## src/rtl/i2c_seq_pkg.sv

```systemverilog
package i2c_seq_pkg;

    localparam int BYTE_W = 8;
    localparam int TGT_W  = 7;

    localparam logic [BYTE_W-1:0] STAT_BUS_IDLE  = 8'hF8;
    localparam logic [BYTE_W-1:0] LINES_RELEASED = 8'h3A;
    localparam logic [BYTE_W-1:0] RES_OK         = 8'h00;

    typedef enum logic [1:0] {
        CMD_START = 2'd0,
        CMD_STOP  = 2'd1,
        CMD_SEND  = 2'd2,
        CMD_RECV  = 2'd3
    } eng_cmd_e;

    typedef enum logic [2:0] {
        PH_START,
        PH_ADDR_WR,
        PH_REG,
        PH_WDATA,
        PH_RESTART,
        PH_ADDR_RD,
        PH_RDATA
    } phase_e;

    function automatic logic [BYTE_W-1:0] phase_status(input phase_e ph);
        case (ph)
            PH_START:   return 8'h08;
            PH_ADDR_WR: return 8'h18;
            PH_REG:     return 8'h28;
            PH_WDATA:   return 8'h28;
            PH_RESTART: return 8'h10;
            PH_ADDR_RD: return 8'h40;
            PH_RDATA:   return 8'h58;
            default:    return 8'h00;
        endcase
    endfunction

    function automatic logic [BYTE_W-1:0] phase_tmo_code(input phase_e ph);
        case (ph)
            PH_START:   return 8'hFF;
            PH_ADDR_WR: return 8'hFE;
            PH_REG:     return 8'hFD;
            PH_WDATA:   return 8'hFC;
            PH_RESTART: return 8'hFB;
            PH_ADDR_RD: return 8'hFA;
            PH_RDATA:   return 8'hF9;
            default:    return 8'hFF;
        endcase
    endfunction

    function automatic eng_cmd_e phase_cmd(input phase_e ph);
        case (ph)
            PH_START, PH_RESTART: return CMD_START;
            PH_RDATA:             return CMD_RECV;
            default:              return CMD_SEND;
        endcase
    endfunction

    function automatic phase_e phase_next(input phase_e ph, input logic rd);
        case (ph)
            PH_START:   return PH_ADDR_WR;
            PH_ADDR_WR: return PH_REG;
            PH_REG:     return rd ? PH_RESTART : PH_WDATA;
            PH_RESTART: return PH_ADDR_RD;
            PH_ADDR_RD: return PH_RDATA;
            default:    return PH_START;
        endcase
    endfunction

    function automatic logic phase_final(input phase_e ph, input logic rd);
        return rd ? (ph == PH_RDATA) : (ph == PH_WDATA);
    endfunction

endpackage

```

## src/rtl/i2c_seq_timer.sv

```systemverilog
module i2c_seq_timer #(
    parameter int LIMIT = 16
) (
    input  logic clk,
    input  logic rst_n,
    input  logic clr,
    input  logic tick,
    output logic last
);
    localparam int CNT_W = (LIMIT > 2) ? $clog2(LIMIT) : 1;
    localparam logic [CNT_W-1:0] LAST_VAL = CNT_W'(LIMIT - 1);

    typedef struct packed {
        logic [CNT_W-1:0] cnt;
    } tmr_t;

    tmr_t r_q, r_d;

    assign last = (r_q.cnt == LAST_VAL);

    always_comb begin
        r_d = r_q;
        if (clr) begin
            r_d.cnt = '0;
        end else if (tick && !last) begin
            r_d.cnt = r_q.cnt + 1'b1;
        end
    end

    always_ff @(posedge clk or negedge rst_n) begin
        if (!rst_n) r_q <= '0;
        else        r_q <= r_d;
    end
endmodule

```

## src/rtl/i2c_seq_stop_guard.sv

```systemverilog
module i2c_seq_stop_guard
    import i2c_seq_pkg::*;
#(
    parameter int LIMIT = 16
) (
    input  logic              clk,
    input  logic              rst_n,
    input  logic              go,
    input  logic              stop_pend,
    input  logic [BYTE_W-1:0] status,
    input  logic [BYTE_W-1:0] lines,
    output logic              cmd_stop,
    output logic              fin
);
    typedef enum logic [2:0] {
        G_IDLE,
        G_ISSUE,
        G_WAIT_STOPBIT,
        G_WAIT_STATUS,
        G_WAIT_LINES
    } gstate_e;

    typedef struct packed {
        gstate_e st;
    } guard_t;

    guard_t r_q, r_d;
    logic   tmr_clr, tmr_tick, tmr_last;

    i2c_seq_timer #(.LIMIT(LIMIT)) u_tmr (
        .clk   (clk),
        .rst_n (rst_n),
        .clr   (tmr_clr),
        .tick  (tmr_tick),
        .last  (tmr_last)
    );

    always_comb begin
        r_d      = r_q;
        tmr_clr  = 1'b0;
        tmr_tick = 1'b0;
        cmd_stop = 1'b0;
        fin      = 1'b0;
        case (r_q.st)
            G_IDLE: begin
                if (go) r_d.st = G_ISSUE;
            end
            G_ISSUE: begin
                cmd_stop = 1'b1;
                tmr_clr  = 1'b1;
                r_d.st   = G_WAIT_STOPBIT;
            end
            G_WAIT_STOPBIT: begin
                if (!stop_pend || tmr_last) begin
                    tmr_clr = 1'b1;
                    r_d.st  = G_WAIT_STATUS;
                end else begin
                    tmr_tick = 1'b1;
                end
            end
            G_WAIT_STATUS: begin
                if ((status == STAT_BUS_IDLE) || tmr_last) begin
                    tmr_clr = 1'b1;
                    r_d.st  = G_WAIT_LINES;
                end else begin
                    tmr_tick = 1'b1;
                end
            end
            G_WAIT_LINES: begin
                if ((lines == LINES_RELEASED) || tmr_last) begin
                    tmr_clr = 1'b1;
                    fin     = 1'b1;
                    r_d.st  = G_IDLE;
                end else begin
                    tmr_tick = 1'b1;
                end
            end
            default: r_d.st = G_IDLE;
        endcase
    end

    always_ff @(posedge clk or negedge rst_n) begin
        if (!rst_n) r_q <= '{st: G_IDLE};
        else        r_q <= r_d;
    end
endmodule

```

## src/rtl/i2c_reg_byte_seq.sv

```systemverilog
module i2c_reg_byte_seq
    import i2c_seq_pkg::*;
#(
    parameter int TIMEOUT_LIMIT = 'h4FFFF
) (
    input  logic        clk,
    input  logic        rst_n,
    input  logic        req_valid,
    input  logic        req_read,
    input  logic [6:0]  req_target,
    input  logic [7:0]  req_reg,
    input  logic [7:0]  req_wdata,
    output logic        busy,
    output logic        done,
    output logic [7:0]  result,
    output logic [7:0]  rdata,
    output logic        eng_cmd_valid,
    output logic [1:0]  eng_cmd,
    output logic [7:0]  eng_tx_byte,
    input  logic        eng_flag,
    input  logic [7:0]  eng_status,
    input  logic        eng_stop_pend,
    input  logic [7:0]  eng_lines,
    input  logic [7:0]  eng_rx_byte
);
    typedef enum logic [2:0] {
        S_IDLE,
        S_OPEN,
        S_ISSUE,
        S_WAIT,
        S_CLOSE_REQ,
        S_CLOSE
    } state_e;

    typedef struct packed {
        state_e             st;
        phase_e             ph;
        logic               rd;
        logic [TGT_W-1:0]   tgt;
        logic [BYTE_W-1:0]  regb;
        logic [BYTE_W-1:0]  wdat;
        logic [BYTE_W-1:0]  res;
        logic [BYTE_W-1:0]  rdat;
        logic               done;
    } seq_t;

    seq_t r_q, r_d;

    logic guard_go, guard_cmd, guard_fin;
    logic tmr_clr, tmr_tick, tmr_last;
    logic phase_issue;

    i2c_seq_stop_guard #(.LIMIT(TIMEOUT_LIMIT)) u_guard (
        .clk       (clk),
        .rst_n     (rst_n),
        .go        (guard_go),
        .stop_pend (eng_stop_pend),
        .status    (eng_status),
        .lines     (eng_lines),
        .cmd_stop  (guard_cmd),
        .fin       (guard_fin)
    );

    i2c_seq_timer #(.LIMIT(TIMEOUT_LIMIT)) u_flag_tmr (
        .clk   (clk),
        .rst_n (rst_n),
        .clr   (tmr_clr),
        .tick  (tmr_tick),
        .last  (tmr_last)
    );

    always_comb begin
        r_d         = r_q;
        r_d.done    = 1'b0;
        guard_go    = 1'b0;
        tmr_clr     = 1'b0;
        tmr_tick    = 1'b0;
        phase_issue = 1'b0;
        case (r_q.st)
            S_IDLE: begin
                if (req_valid) begin
                    r_d.rd   = req_read;
                    r_d.tgt  = req_target;
                    r_d.regb = req_reg;
                    r_d.wdat = req_wdata;
                    guard_go = 1'b1;
                    r_d.st   = S_OPEN;
                end
            end
            S_OPEN: begin
                if (guard_fin) begin
                    if (eng_status != STAT_BUS_IDLE) begin
                        r_d.res = STAT_BUS_IDLE;
                        r_d.st  = S_CLOSE_REQ;
                    end else begin
                        r_d.ph = PH_START;
                        r_d.st = S_ISSUE;
                    end
                end
            end
            S_ISSUE: begin
                phase_issue = 1'b1;
                tmr_clr     = 1'b1;
                r_d.st      = S_WAIT;
            end
            S_WAIT: begin
                if (eng_flag) begin
                    if (r_q.ph == PH_RDATA) r_d.rdat = eng_rx_byte;
                    if (eng_status != phase_status(r_q.ph)) begin
                        r_d.res = phase_status(r_q.ph);
                        r_d.st  = S_CLOSE_REQ;
                    end else if (phase_final(r_q.ph, r_q.rd)) begin
                        r_d.res = RES_OK;
                        r_d.st  = S_CLOSE_REQ;
                    end else begin
                        r_d.ph = phase_next(r_q.ph, r_q.rd);
                        r_d.st = S_ISSUE;
                    end
                end else if (tmr_last) begin
                    r_d.res = phase_tmo_code(r_q.ph);
                    r_d.st  = S_CLOSE_REQ;
                end else begin
                    tmr_tick = 1'b1;
                end
            end
            S_CLOSE_REQ: begin
                guard_go = 1'b1;
                r_d.st   = S_CLOSE;
            end
            S_CLOSE: begin
                if (guard_fin) begin
                    r_d.done = 1'b1;
                    r_d.st   = S_IDLE;
                end
            end
            default: r_d.st = S_IDLE;
        endcase
    end

    always_ff @(posedge clk or negedge rst_n) begin
        if (!rst_n) begin
            r_q <= '{st: S_IDLE, ph: PH_START, default: '0};
        end else begin
            r_q <= r_d;
        end
    end

    always_comb begin
        case (r_q.ph)
            PH_ADDR_WR: eng_tx_byte = {r_q.tgt, 1'b0};
            PH_REG:     eng_tx_byte = r_q.regb;
            PH_WDATA:   eng_tx_byte = r_q.wdat;
            PH_ADDR_RD: eng_tx_byte = {r_q.tgt, 1'b1};
            default:    eng_tx_byte = '0;
        endcase
    end

    assign eng_cmd_valid = phase_issue | guard_cmd;
    assign eng_cmd       = guard_cmd ? CMD_STOP : phase_cmd(r_q.ph);
    assign busy          = (r_q.st != S_IDLE);
    assign done          = r_q.done;
    assign result        = r_q.res;
    assign rdata         = r_q.rdat;
endmodule

```

## config.mk

```make
export PLATFORM = sky130hd
export DESIGN_NAME = i2c_reg_byte_seq
export DESIGN_NICKNAME = d
export VERILOG_FILES = /design/src/rtl/i2c_seq_pkg.sv /design/src/rtl/i2c_seq_timer.sv /design/src/rtl/i2c_seq_stop_guard.sv /design/src/rtl/i2c_reg_byte_seq.sv
export SDC_FILE = /design/constraint.sdc
export NUM_CORES = 1
export LEC_CHECK = 0
export BUFFER_PORTS_ARGS = -buffer_cell sky130_fd_sc_hd__buf_4
export CAP_MARGIN = 20
export CELL_PAD_IN_SITES_DETAIL_PLACEMENT = 1
export CELL_PAD_IN_SITES_GLOBAL_PLACEMENT = 2
export CORE_MARGIN = 2
export CORE_UTILIZATION = 33
export CTS_BUF_LIST = sky130_fd_sc_hd__clkbuf_4 sky130_fd_sc_hd__clkbuf_8
export DETAILED_ROUTE_END_ITERATION = 16
export HOLD_SLACK_MARGIN = 0.03
export MAX_ROUTING_LAYER = met4
export PLACE_DENSITY_LB_ADDON = 0.08
export RECOVER_POWER = 25
export SYNTH_ARGS = -nofsm -noshare
export SYNTH_HDL_FRONTEND = slang
export SYNTH_SLANG_ARGS = --single-unit
```

## constraint.sdc

```tcl
create_clock -name clk -period 2.3 [get_ports clk]
set_input_delay 0.115 -clock clk [delete_from_list [all_inputs] [get_ports clk]]
set_output_delay 0.115 -clock clk [all_outputs]
set_load 0.01 [all_outputs]
```

# Word level (Yosys, flattened, before mapping)
# Index checks and enable logic that the tools add are counted.
# word_totals
register_bits,88
output_inout_bits,29
# classes
n_eq_ne,35
n_mux,58
n_reduce_logical,23
addsub,2
n_bitwise,1
# ops
cell,n
$mux 19,4
$mux 8,8
$mux 3,16
$pmux 7 s6,1
$add 19x1->19 const B,2
$eq 19x19->1 const B,2
$pmux 3 s6,2
$pmux 8 s4,1
$pmux 3 s5,2
$eq 3x2->1 const B,6
$eq 3x3->1 const B,6
$ne 2x2->1 const B,9
$mux 1,16
$pmux 8 s2,1
$eq 3x1->1 const B,3
$logic_not 3->1,3
$eq 8x6->1 const B,1
$eq 8x8->1 const B,1
$ne 8x8->1,1
$ne 8x8->1 const B,1
$reduce_and 4->1,2
$mux 6,1
$ne 2x1->1 const B,3
$pmux 3 s2,1
18 further kinds,26

# Logic depth before layout (Yosys ltp)
# Gate-level depths: netlist of the first run.
# depth
word_depth,9
ltp_mapped,10
ltp_nobuf,8

# Hierarchy
# From an unflattened synthesis of the first run, not the netlist that was laid out.
# unflattened
cells_unflattened,539
area_unflattened_um2,5252.5
# modules_own_cells
module,n_inst,area_per_inst_um2,seq_area_each_um2,cells_per_inst
i2c_reg_byte_seq,1,2611.3,1176.1,259
i2c_seq_timer at u_guard.u_tmr,1,1218.7,475.5,128
i2c_seq_timer at u_flag_tmr,1,1127.3,475.5,120
i2c_seq_stop_guard,1,295.3,75.1,32

# Worst setup path after synthesis of the first run
# OpenSTA, ideal clock, no wires.
# synth_timing
path_kind,register to register
from,register u_guard.u_tmr.r_q[0] (netlist name)
to,register r_q (netlist bit result[0])
arrival_time_ps,2195
path_stages_with_launch,10
period_less_slack_ps,2320
path_slack_ps,-20
setup_ps,125
path_buffers,1
cell_sequence,dfrtp_1 inv_1 ha_1 nand4b_1 nor4_2 nand3_1 a21o_1 or4_4 buf_6 mux2_4
# synth_between
elab_chain_len,6
# synth_lines
item,line_no,text
"start, declared",i2c_seq_timer.sv:17,"tmr_t r_q, r_d;"
"start signal, assigned",i2c_seq_timer.sv:32,else r_q <= r_d;
$eq 19x19->1,i2c_seq_timer.sv:19,assign last = (r_q.cnt == LAST_VAL);
$logic_or 1x1->1,i2c_seq_stop_guard.sv:70,if ((lines == LINES_RELEASED) || tmr_last) begin
$mux 1,i2c_seq_stop_guard.sv:70,
$mux 1,i2c_seq_stop_guard.sv:44,case (r_q.st)
$ne 2x2->1 (no line),--,
$reduce_and 5->1 (no line),--,
"end signal, assigned",i2c_reg_byte_seq.sv:144,r_q <= r_d;
"end, declared",i2c_reg_byte_seq.sv:47,"seq_t r_q, r_d;"
# No other way between the ends.
# A chain may end at the register's enable or synchronous reset.

# Final worst setup path of the first run
# layout_timing
from,register r_q[42] (netlist name)
to,register r_q (netlist bit result[7])
# layout_between
elab_chain_len,9
word_cells_on_any_way,18
# layout_lines
item,line_no,text
"$eq 3x2->1, on equally long branches","i2c_seq_pkg.sv:28, i2c_seq_pkg.sv:73",
$reduce_or 2->1 (no line),--,
$pmux 7 s6,i2c_seq_pkg.sv:28,case (ph)
$mux 8,i2c_reg_byte_seq.sv:107,if (eng_flag) begin
$mux 8,i2c_reg_byte_seq.sv:79,case (r_q.st)
$ne 8x8->1,i2c_reg_byte_seq.sv:109,if (eng_status != phase_status(r_q.ph)) begin
$mux 8,i2c_reg_byte_seq.sv:109,
$mux 8,i2c_reg_byte_seq.sv:107,
$pmux 8 s2,i2c_reg_byte_seq.sv:79,
# Parallel ways exist; a longest one is shown, timed or not. The select of a mux whose other input is x is not followed.

==> summary.txt, run 1 <==
Logic synthesis
  – Main synth FF type: dfrtp_1
  – Sequential area share after synthesis: ~46%
  – Yosys cell types: 55
  – Async SR Flop Fraction: between 90% and 100%
  – Syn. warnings: 0
  – Avg Cell Area, Syn: just under 10 um2
  – Synthesized flop and latch total: 88
  – Post-Syn Area: around 0.0047 mm2
  – Syn Nets: roughly 550
  – EDFF count, synth: 0
  – Synth Instances: around 500

Detailed routing
  – Pre-antenna DRT Iters: 4
  – Drt drc: 0
  – Vias per Instance: slightly below 5
  – Vias after detailed routing: around 4000
  – Post-DRT Antenna Nets: 0
  – Wire per inst: ~16 um
  – DRT iter0 DRCs: 145
  – Drt total wl: 13400 um

Placement
  – Port bufs: between 80 and 90
  – Hpwl dp: ~9300 um
  – Post-Place Cell Area: slightly below 0.006 mm2
  – GPL Wtd Cong: roughly 0.80
  – Cells after DPL: 768
  – Placement Setup Slack: -74.2 ps

STA
  – Post-route clock skew: approximately 10 ps
  – Rel. slew slack: 12.9%
  – PnR worst setup slack: 30.7 ps
  – Crit share post-route: a little over nine tenths
  – Worst Max-Slew Pin Slew: 1310 ps
  – Min cycle time layout: roughly 2300 ps
  – RSZ-0062 raised after global routing: yes
  – Final Hold Viols: 0
  – Slew Viols, Final: 0
  – Final hold slack: between 150 and 200 ps
  – Fmax: around 440 MHz
  – Final setup violation count: 0

Hold path
  – Worst Hold End: u_guard.r_q[1]$_DFFE_PN0P_
  – Hold path start: eng_stop_pend
  – Hold Crit Class: in -> reg
  – Hold depth: 5

Finish
  – Commonest non-fill, non-tap cells in the layout: 135 x buf_4, 87 x dfrtp_1, 50 x nand2_1
  – # diodes: 0
  – Commonest non-fill, non-tap cell in the layout: buf_4
  – Final std cells w/o fill: about 830
  – Layout cells sized above 1: about a third
  – Syn-to-layout area delta: 36.0%
  – Fin area: around 0.0065 mm2
  – Final net count: between 600 and 700

Floorplan
  – Core area: between 0.01 and 0.015 mm2
  – # IOs: slightly above 80
  – Row cnt: 43
  – Die extent in x: around 120 um
  – Die H: 124 um
  – Initial Utilization: between 30% and 40%
  – Area of the die: 0.0154 mm2

Global routing
  – Number of global-route vias before repair: 4285
  – Initial antenna violation count: 0
  – First-pass GRT wire length: around 22000 um
  – Total gr overflow: 0
  – All-Layer GR Usage: 18.8%
  – Largest net degree at the start of global routing: 48

CTS
  – Num Clock Sinks: 88
  – CTS tree: done
  – Clock Latency Late Sink: about 370 ps
  – Htree depth: 3
  – Worst-path clk slew: approximately 90 ps
  – Clock root buffer: clkbuf_8
  – Num CTS Buffers: 9
  – Buffer depth of the longest clock path: 2

Worst setup path
  – Worst r2r path cells: 7
  – CP Launch Type: flip-flop
  – Crit path DAT: between 2000 and 3000 ps
  – CP delay by family, top: simple AND/OR/NAND/NOR gates
  – CP max stage delay: ~570 ps
  – CP required: 2560 ps
  – Crit-path cells: buf_6 -> nor2b_1 -> and3_1 -> a211oi_2 -> nor3_2 -> or4_4 -> mux2_4
  – Reg2reg end: result[7]$_DFFE_PN0P_
  – Critical path type: reg -> reg
  – Crit end category: flip-flop
  – Slowest-stage cell, CP: or4_4
  – RR Startpoint: r_q[42]$_DFFE_PN0P_
  – R2R Setup Slk: ~30 ps
  – Worst-path fanout max: 5
  – Worst path bufs/invs: 1

Run
  – Max_cap viols: 0

Outcome
  – Status: finished, final reports clean

Power
  – Power Density: 540 mW/mm2
  – Total power: between 0.003 and 0.004 W
  – Lkg Pwr: 3.09 nW
  – VDD IR max: between 0.3 and 0.4 mV
==> per-layer routing <==
| metal | global-route usage (%) | vias to the layer above | wire length (um) |
|---|---|---|---|
| met5 | - | - | 0 |
| met3 | 2.61 | 21 | 324 |
| met4 | 7.09 | 0 | 226 |
| met1 | 24.0 | 2012 | 6440 |
| li1 | - | 1985 | - |
| met2 | 30.4 | 54 | 6400 |
==> cell families (layout without fill, tap and decap cells) <==
kind of cell             count (synthesis)  in the layout  synth area share (%)
AO/OA/AOI/OAI                           77             77                  10.4
XOR/XNOR                                34             34                  6.28
adder cells (fa/ha/maj)                  4              4                  1.05
buffers and inverters                   56            211                  6.09
flip-flops                              88             88                  46.4
multiplexers                            35             35                  8.94
AND/OR/NAND/NOR                        195            196                  20.8
==> registers in the layout (all words and copies together), names as in the netlist <==
register,flops
u_guard.u_tmr.r_q,19
done,1
u_guard.r_q,3
u_flag_tmr.r_q,19
result,8
rdata,8
r_q,30
==> what timing repair did <==
item                                    in CTS  in global routing
endpoints found under the setup margin       8                 11
hold buffers                                34                  0
gates resized for setup                      2                 11
buffers inserted                             0                  6
cloned                                       1                  0
hold endpoints to repair                    79                  0
pin swaps                                    0                  2
==> cell usage after synthesis, types with 3 or more instances <==
library cell,number,share of area [%]
a21oi_1,14,1.5
a22o_1,8,1.5
and2_1,7,0.92
and3_1,13,1.7
buf_1,3,0.24
buf_2,3,0.32
buf_4,16,2.5
clkbuf_1,13,1.0
dfrtp_1,88,46
ha_1,4,1.1
inv_1,18,1.4
mux2_2,27,6.4
mux2_4,8,2.5
nand2_1,50,4.0
nand2b_1,5,0.66
nand3_1,25,2.6
nand4_1,15,2.0
nor2_1,47,3.7
nor2b_1,4,0.53
nor3_1,6,0.63
nor4_1,4,0.53
o21ai_0,34,3.6
or3_1,3,0.40
xnor2_1,7,1.3
xor2_1,27,5.0
==> cell type report <==
cell class                 count  area, um2
fill                        1604       7530
multi-input combinational    346       2310
sequential                    88       2200
timing repair buffer         176       1420
tap                          180        225
clock buffer                  13        160
inverter                      19       71.3
clock inverter                 3       65.1
==> worst max-delay path by stage <==
stage / startpoint / end / cells after the start
floorplan: r_q[42]$_DFFE_PN0P_ / result[0]$_DFFE_PN0P_ / 8
finish: r_q[42]$_DFFE_PN0P_ / result[7]$_DFFE_PN0P_ / 7
detailed placement: u_flag_tmr.r_q[0]$_DFFE_PN0P_ / result[7]$_DFFE_PN0P_ / 8
CTS: r_q[42]$_DFFE_PN0P_ / result[4]$_DFFE_PN0P_ / 6
global route: u_flag_tmr.r_q[0]$_DFFE_PN0P_ / result[5]$_DFFE_PN0P_ / 8
global placement: u_flag_tmr.r_q[0]$_DFFE_PN0P_ / result[7]$_DFFE_PN0P_ / 8
==> power by group <==
group,switching [W],internal (W)
Clock,0.000567,0.000678
Sequential,0.0000315,0.00159
Combinational,0.000316,0.000307
Total,0.000914,0.00257
==> worst register-to-register path: stages, from the launching register on <==
cell and delay (ps):
dfrtp_2 450, buf_6 130, nor2b_1 130, and3_1 180
a211oi_2 280, nor3_2 100, or4_4 570, mux2_4 330
==> per-stage QoR <==
step | utilization, % | setup TNS, ps
3_3_place_gp | 41.4 | -299
4_1_cts | 45.6 | 0
6_report | 46.1 | 0
5_1_grt | 46.1 | -269
2_1_floorplan | - | 0
3_5_place_dp | 41.4 | -557
Note: power is estimated with default switching activity, not from simulation.
==> run 2, diff against run 1 <==
Settings changed: RECOVER_POWER 25 to default.
==> run 2 against run 1 <==
  * Count of clock-buffer cells in the layout unchanged
  * First-iteration DRC count up 4.8%
  * Worst hold slack about the same
  * Global-route usage unchanged
  * Via count about the same
  * Combinational power about the same
  * Power about the same
  * Die area unchanged
  * Critical path depth unchanged
  * Fmax about the same
  * Largest power group unchanged
==> summary.txt, run 2 (synthesized netlist as in run 1, its figures left out) <==
Power
  – Switching part of the total: 26.2% (about the same)
  – Internal power: 0.00257 W (about the same)
  – Net switching power figure: 0.000914 W (about the same)
  – Power Density: 539 mW/mm2 (was 540 mW/mm2)
  – Comb pwr share: 17.9% (about the same)
  – Reg power frac: 46.4% (about the same)
  – Clock power share: 35.7% (about the same)
  – Total power: 0.00349 W (about the same)
  – Lkg Pwr: 3.10 nW (was 3.09 nW)
  – VDD IR max: 0.306 mV (about the same)

Global routing
  – Largest net degree at the start of global routing: 48 (unchanged)
  – All-Layer GR Usage: 18.8% (unchanged)
  – Initial antenna violation count: 0 (unchanged)
  – First-pass GRT wire length: 21600 um (unchanged)
  – Number of global-route vias before repair: 4285 (unchanged)
  – Total gr overflow: 0 (unchanged)

Floorplan
  – Core area: 0.0140 mm2 (unchanged)
  – Row cnt: 43 (unchanged)
  – Die extent in x: 124 um (unchanged)
  – # IOs: 82 (unchanged)
  – Initial Utilization: 33.9% (unchanged)
  – Area of the die: 0.0154 mm2 (unchanged)
  – Die H: 124 um (unchanged)

CTS
  – CTS tree: done (unchanged)
  – Num CTS Buffers: 9 (unchanged)
  – Buffer depth of the longest clock path: 2 (unchanged)
  – Num Clock Sinks: 88 (unchanged)
  – Clock Latency Late Sink: 370 ps (about the same)
  – Worst-path clk slew: 90 ps (about the same)
  – Clock root buffer: clkbuf_8 (unchanged)
  – Htree depth: 3 (unchanged)

Finish
  – Final net count: 697 (unchanged)
  – Largest regs: r_q x30, u_flag_tmr.r_q x19, u_guard.u_tmr.r_q x19 (unchanged)
  – Reg with most FFs: r_q (unchanged)
  – # diodes: 0 (unchanged)
  – Commonest non-fill, non-tap cells in the layout: 139 x buf_4, 87 x dfrtp_1, 50 x nand2_1 (was 135 x buf_4, 87 x dfrtp_1, 50 x nand2_1)
  – Fin util: 46.2% (was 46.1%)
  – Number of flip-flops in the largest register: 30 (unchanged)
  – Commonest non-fill, non-tap cell in the layout: buf_4 (unchanged)
  – Layout cells sized above 1: 33.0% (was 32.6%)
  – Syn-to-layout area delta: 36.3% (was 36.0%)

Detailed routing
  – Post-DRT Antenna Nets: 0 (unchanged)
  – Vias per Instance: 4.94 (about the same)
  – DRT iter0 DRCs: 152 (was 145)
  – Pre-antenna DRT Iters: 6 (was 4)
  – Wire per inst: 16.2 um (about the same)
  – Drt drc: 0 (unchanged)
  – Vias after detailed routing: 4075 (was 4072)
  – Drt total wl: 13400 um (about the same)

STA
  – Fmax: 441 MHz (about the same)
  – Crit share post-route: 98.7% (about the same)
  – Final setup violation count: 0 (unchanged)
  – Post-route clock skew: 10.5 ps (about the same)
  – Worst Max-Slew Pin Slew: 690 ps (was 1310 ps)
  – Slew Viols, Final: 0 (unchanged)
  – Final Hold Viols: 0 (unchanged)
  – Fin Setup TNS: 0 ps (unchanged)
  – Min cycle time layout: 2270 ps (about the same)
  – Rel. slew slack: 54.0% (was 12.9%)
  – RSZ-0062 raised after global routing: yes (unchanged)
  – Final hold slack: 180 ps (was 181 ps)

Worst setup path
  – Crit end category: flip-flop (unchanged)
  – Critical path type: reg -> reg (unchanged)
  – CP required: 2560 ps (about the same)
  – CP Launch Type: flip-flop (unchanged)
  – Worst-path fanout max: 5 (unchanged)
  – Crit path DAT: 2530 ps (about the same)

Placement
  – Port bufs: 81 (unchanged)
  – GPL Wtd Cong: 0.797 (unchanged)
  – Hpwl dp: 9290 um (unchanged)

Run
  – Max_cap viols: 0 (unchanged)

Hold path
  – Hold Crit Class: in -> reg (unchanged)

Outcome
  – Status: finished, final reports clean (unchanged)
==> run 2: cell types whose count changed in the layout (fill, tap and decap cells not counted) <==
cell | before | now
buf_4 | 135 | 139
clkbuf_2 | 1 | 0
clkbuf_1 | 3 | 0
==> run 2: final timing paths <==
path	start	end	slack [ps]	cells past startpoint
hold reg to reg	rdata[5]$_DFFE_PN0P_	rdata[5]$_DFFE_PN0P_	510	1
setup / recovery	r_q[42]$_DFFE_PN0P_	result[7]$_DFFE_PN0P_	30	7
hold / removal	eng_stop_pend	u_guard.r_q[1]$_DFFE_PN0P_	180	5
setup reg to reg	r_q[42]$_DFFE_PN0P_	result[7]$_DFFE_PN0P_	30	7
max in group asynchronous	rst_n	u_guard.u_tmr.r_q[12]$_DFFE_PN0P_	1300	3
min in group asynchronous	rst_n	r_q[35]$_DFFE_PN0P_	310	2
==> run 2: power groups by stage <==
| stage | clock network [W] | logic (W) | registers, W |
|---|---|---|---|
| floorplan | 0 | 0.000254 | 0.00165 |
| global placement | 0 | 0.000561 | 0.00164 |
| detailed placement | 0 | 0.000574 | 0.00164 |
| CTS | 0.00128 | 0.000624 | 0.00161 |
| global route | 0.00134 | 0.000700 | 0.00162 |
| finish | 0.00125 | 0.000624 | 0.00162 |
==> run 2: cell type report <==
class	instances	area (um2)
clock buffers	13	160
clock inverters	3	65.1
fillers	1606	7520
inverters	19	71.3
multi-input cells	346	2310
flip-flops and latches	88	2200
well taps	180	225
repair buffers	176	1440
==> run 2: critical path: stages (launching register included) <==
cell and delay (ps):
dfrtp_2 450, buf_6 130, nor2b_1 130, and3_1 170, a211oi_2 280, nor3_2 100
or4_4 570, mux2_4 320
==> run 2: metrics by stage <==
| step | cells | area [um2] | setup WS, ps |
|---|---|---|---|
| floorplan | 489 | 4740 | 0.179 |
| global placement | 768 | 5800 | -38.1 |
| detailed placement | 768 | 5800 | -74.2 |
| CTS | 819 | 6380 | 3.28 |
| global route | 825 | 6470 | -55.2 |
| finish | 825 | 6470 | 30.1 |
==> run 2: layer usage <==
layer	wire length, um	up-vias	share of wire [%]	global-route usage [%]
li1	-	1985	-	-
met1	6440	2014	48	24.0
met2	6390	56	48	30.4
met3	321	20	2.4	2.61
met4	228	0	1.7	7.09
met5	0	-	0	-
==> run 2: timing repair <==
item                       in CTS  in global routing
setup buffers                   0                  6
pin swaps                       0                  2
setup endpoints to repair       8                 11
hold endpoints to repair       79                  0
hold buffers                   34                  0
gates cloned                    1                  0
resized for setup               2                 11
==> run 3, diff against run 2 <==
Settings changed: CORE_UTILIZATION 33 to 32, CTS_BUF_LIST sky130_fd_sc_hd__clkbuf_4 sky130_fd_sc_hd__clkbuf_8 to default.
==> run 3 against run 2 <==
  * Routed wire length is 1.9% lower
  * Power grew 7.7%
  * Global-route usage shrank 0.62 points
  * Core utilization is 1.2 points lower
  * Sequential cell count unchanged
  * Fmax down 1.3%
  * Critical endpoint is now result[3]$_DFFE_PN0P_
  * Largest cell class unchanged
  * Highest routed layer unchanged
==> summary.txt, run 3 (synthesized netlist as in run 1, its figures left out) <==
STA
  – Final hold slack: 254 ps (was 180 ps)
  – RSZ-0062 raised after global routing: yes (unchanged)
  – Fmax: 435 MHz (was 441 MHz)
  – Final Hold Viols: 0 (unchanged)
  – Min cycle time layout: 2300 ps (was 2270 ps)
  – Final setup violation count: 0 (unchanged)
  – Slew Viols, Final: 0 (unchanged)
  – Post-route clock skew: 5.46 ps (was 10.5 ps)
  – Rel. slew slack: 67.0% (was 54.0%)
  – Worst Max-Slew Pin Slew: 482 ps (was 690 ps)
  – Crit share post-route: 100% (was 98.7%)

Global routing
  – Number of global-route vias before repair: 4464 (was 4285)
  – Total gr overflow: 0 (unchanged)
  – First-pass GRT wire length: 22400 um (was 21600 um)
  – All-Layer GR Usage: 18.1% (was 18.8%)
  – Largest net degree at the start of global routing: 89 (was 48)
  – Initial antenna violation count: 0 (unchanged)

Worst setup path
  – Crit end category: flip-flop (unchanged)
  – Worst r2r path cells: 7 (unchanged)
  – CP Launch Type: flip-flop (unchanged)
  – CP required: 2530 ps (was 2560 ps)
  – Reg2reg end: result[3]$_DFFE_PN0P_ (was result[7]$_DFFE_PN0P_)
  – R2R Setup Slk: 0.2 ps (was 30 ps)
  – Critical path type: reg -> reg (unchanged)
  – Worst-path fanout max: 5 (unchanged)
  – Crit path DAT: 2530 ps (about the same)
  – RR Startpoint: r_q[42]$_DFFE_PN0P_ (unchanged)

Finish
  – # diodes: 0 (unchanged)
  – Commonest non-fill, non-tap cell in the layout: buf_4 (unchanged)
  – Final net count: 695 (was 697)
  – Commonest non-fill, non-tap cells in the layout: 136 x buf_4, 87 x dfrtp_1, 49 x nand2_1 (was 139 x buf_4, 87 x dfrtp_1, 50 x nand2_1)
  – Reg with most FFs: r_q (unchanged)
  – Number of flip-flops in the largest register: 30 (unchanged)
  – Layout cells sized above 1: 31.9% (was 33.0%)
  – Largest regs: r_q x30, u_flag_tmr.r_q x19, u_guard.u_tmr.r_q x19 (unchanged)
  – Fillers: 1657 (was 1606)
  – Syn-to-layout area delta: 37.9% (was 36.3%)

Detailed routing
  – Drt drc: 0 (unchanged)
  – Wire per inst: 15.9 um (was 16.2 um)
  – Drt total wl: 13100 um (was 13400 um)
  – Vias per Instance: 4.94 (about the same)
  – DRT iter0 DRCs: 152 (unchanged)
  – Pre-antenna DRT Iters: 4 (was 6)
  – Vias after detailed routing: 4087 (was 4075)
  – Post-DRT Antenna Nets: 0 (unchanged)

CTS
  – Num CTS Buffers: 9 (unchanged)
  – Clock Latency Late Sink: 350 ps (was 370 ps)
  – Worst-path clk slew: 60 ps (was 90 ps)
  – CTS tree: done (unchanged)
  – Num Clock Sinks: 88 (unchanged)
  – Clock root buffer: clkbuf_16 (was clkbuf_8)
  – Buffer depth of the longest clock path: 2 (unchanged)
  – Htree depth: 3 (unchanged)

Floorplan
  – # IOs: 82 (unchanged)
  – Core area: 0.0145 mm2 (was 0.0140 mm2)
  – Die H: 126 um (was 124 um)
  – Die extent in x: 126 um (was 124 um)
  – Row cnt: 44 (was 43)
  – Area of the die: 0.0158 mm2 (was 0.0154 mm2)
  – Initial Utilization: 32.6% (was 33.9%)

Power
  – Power Density: 574 mW/mm2 (was 539 mW/mm2)
  – Lkg Pwr: 3.12 nW (was 3.10 nW)
  – VDD IR max: 0.391 mV (was 0.306 mV)
  – Total power: 0.00376 W (was 0.00349 W)

Hold path
  – Worst Hold End: u_guard.r_q[1]$_DFFE_PN0P_ (unchanged)
  – Hold path start: eng_stop_pend (unchanged)
  – Hold depth: 5 (unchanged)
  – Hold Crit Class: in -> reg (unchanged)

Run
  – Max_cap viols: 0 (unchanged)

Outcome
  – Status: finished, final reports clean (unchanged)

Placement
  – Hpwl dp: 9100 um (was 9290 um)
  – GPL Wtd Cong: 0.773 (was 0.797)
  – Port bufs: 81 (unchanged)
-- run 3: changes by cell type in the layout (fill, tap and decap cells not counted), sizes merged --
cell / delta
buf: -2
bufinv: -1
clkbuf: +1
clkinv: -1
clkinvlp: +1
-- run 3: stage by stage --
stage | TNS [ps] | util (%) | instances | cell area, um2 | setup slack [ps]
2_1_floorplan | 0 | - | 489 | 4740 | 0.179
3_3_place_gp | -259 | 39.9 | 772 | 5800 | -32.8
3_5_place_dp | -488 | 39.9 | 772 | 5800 | -67.0
4_1_cts | 0 | 44.6 | 824 | 6490 | 2.40
5_1_grt | -797 | 45.0 | 827 | 6540 | -119
6_report | 0 | 45.0 | 827 | 6540 | 0.235
-- run 3: what timing repair did --
item	in CTS	in global routing
endpoints found under the setup margin	8	25
hold endpoints to repair	121	0
pin swaps	1	2
resized for setup	5	7
cloned	1	0
setup buffers	1	3
hold buffers	34	0
-- run 3: layout make-up --
type	count	area [um2]	area share, %
clock inverters	2	37.5	0.574
flip-flops and latches	88	2200	33.7
inverters	19	71.3	1.09
multi-input cells	346	2310	35.3
clock buffers	14	264	4.04
repair buffers	174	1420	21.8
well taps	184	230	3.52
-- run 3: where the power goes --
part	leakage (nW)	internal (W)	switching, W	total (W)
sequential	1.13	0.00159	0.0000269	0.00162
combinational	1.85	0.000303	0.000314	0.000616
clock	0.143	0.000904	0.000620	0.00152
-- run 3: critical path: stages (launching register included) --
cell,delay (ps)
dfrtp_1,410
buf_4,150
nor2b_1,130
and3_1,170
a211oi_2,240
nor3_2,110
or4_4,640
mux2_4,330
-- run 3: how the worst max path moves through the flow --
| stage | startpoint | endpoint | slack (ps) | cells past startpoint |
|---|---|---|---|---|
| after CTS | r_q[42]$_DFFE_PN0P_ | result[1]$_DFFE_PN0P_ | 2 | 7 |
| after floorplan | r_q[42]$_DFFE_PN0P_ | result[0]$_DFFE_PN0P_ | 0.2 | 8 |
| after detailed placement | u_flag_tmr.r_q[0]$_DFFE_PN0P_ | result[6]$_DFFE_PN0P_ | -70 | 8 |
| after global routing | u_guard.u_tmr.r_q[0]$_DFFE_PN0P_ | result[3]$_DFFE_PN0P_ | -120 | 8 |
| final | r_q[42]$_DFFE_PN0P_ | result[3]$_DFFE_PN0P_ | 0.2 | 7 |
| after global placement | u_flag_tmr.r_q[0]$_DFFE_PN0P_ | result[5]$_DFFE_PN0P_ | -30 | 8 |
-- run 3: layer usage --
layer / GRT usage (%) / part of all wire (%) / up-vias
met5: - / 0 / -
met4: 3.94 / 0.95 / 0
met3: 4.16 / 3.1 / 12
met2: 31.0 / 50 / 51
met1: 22.0 / 46 / 2032
li1: - / - / 1992
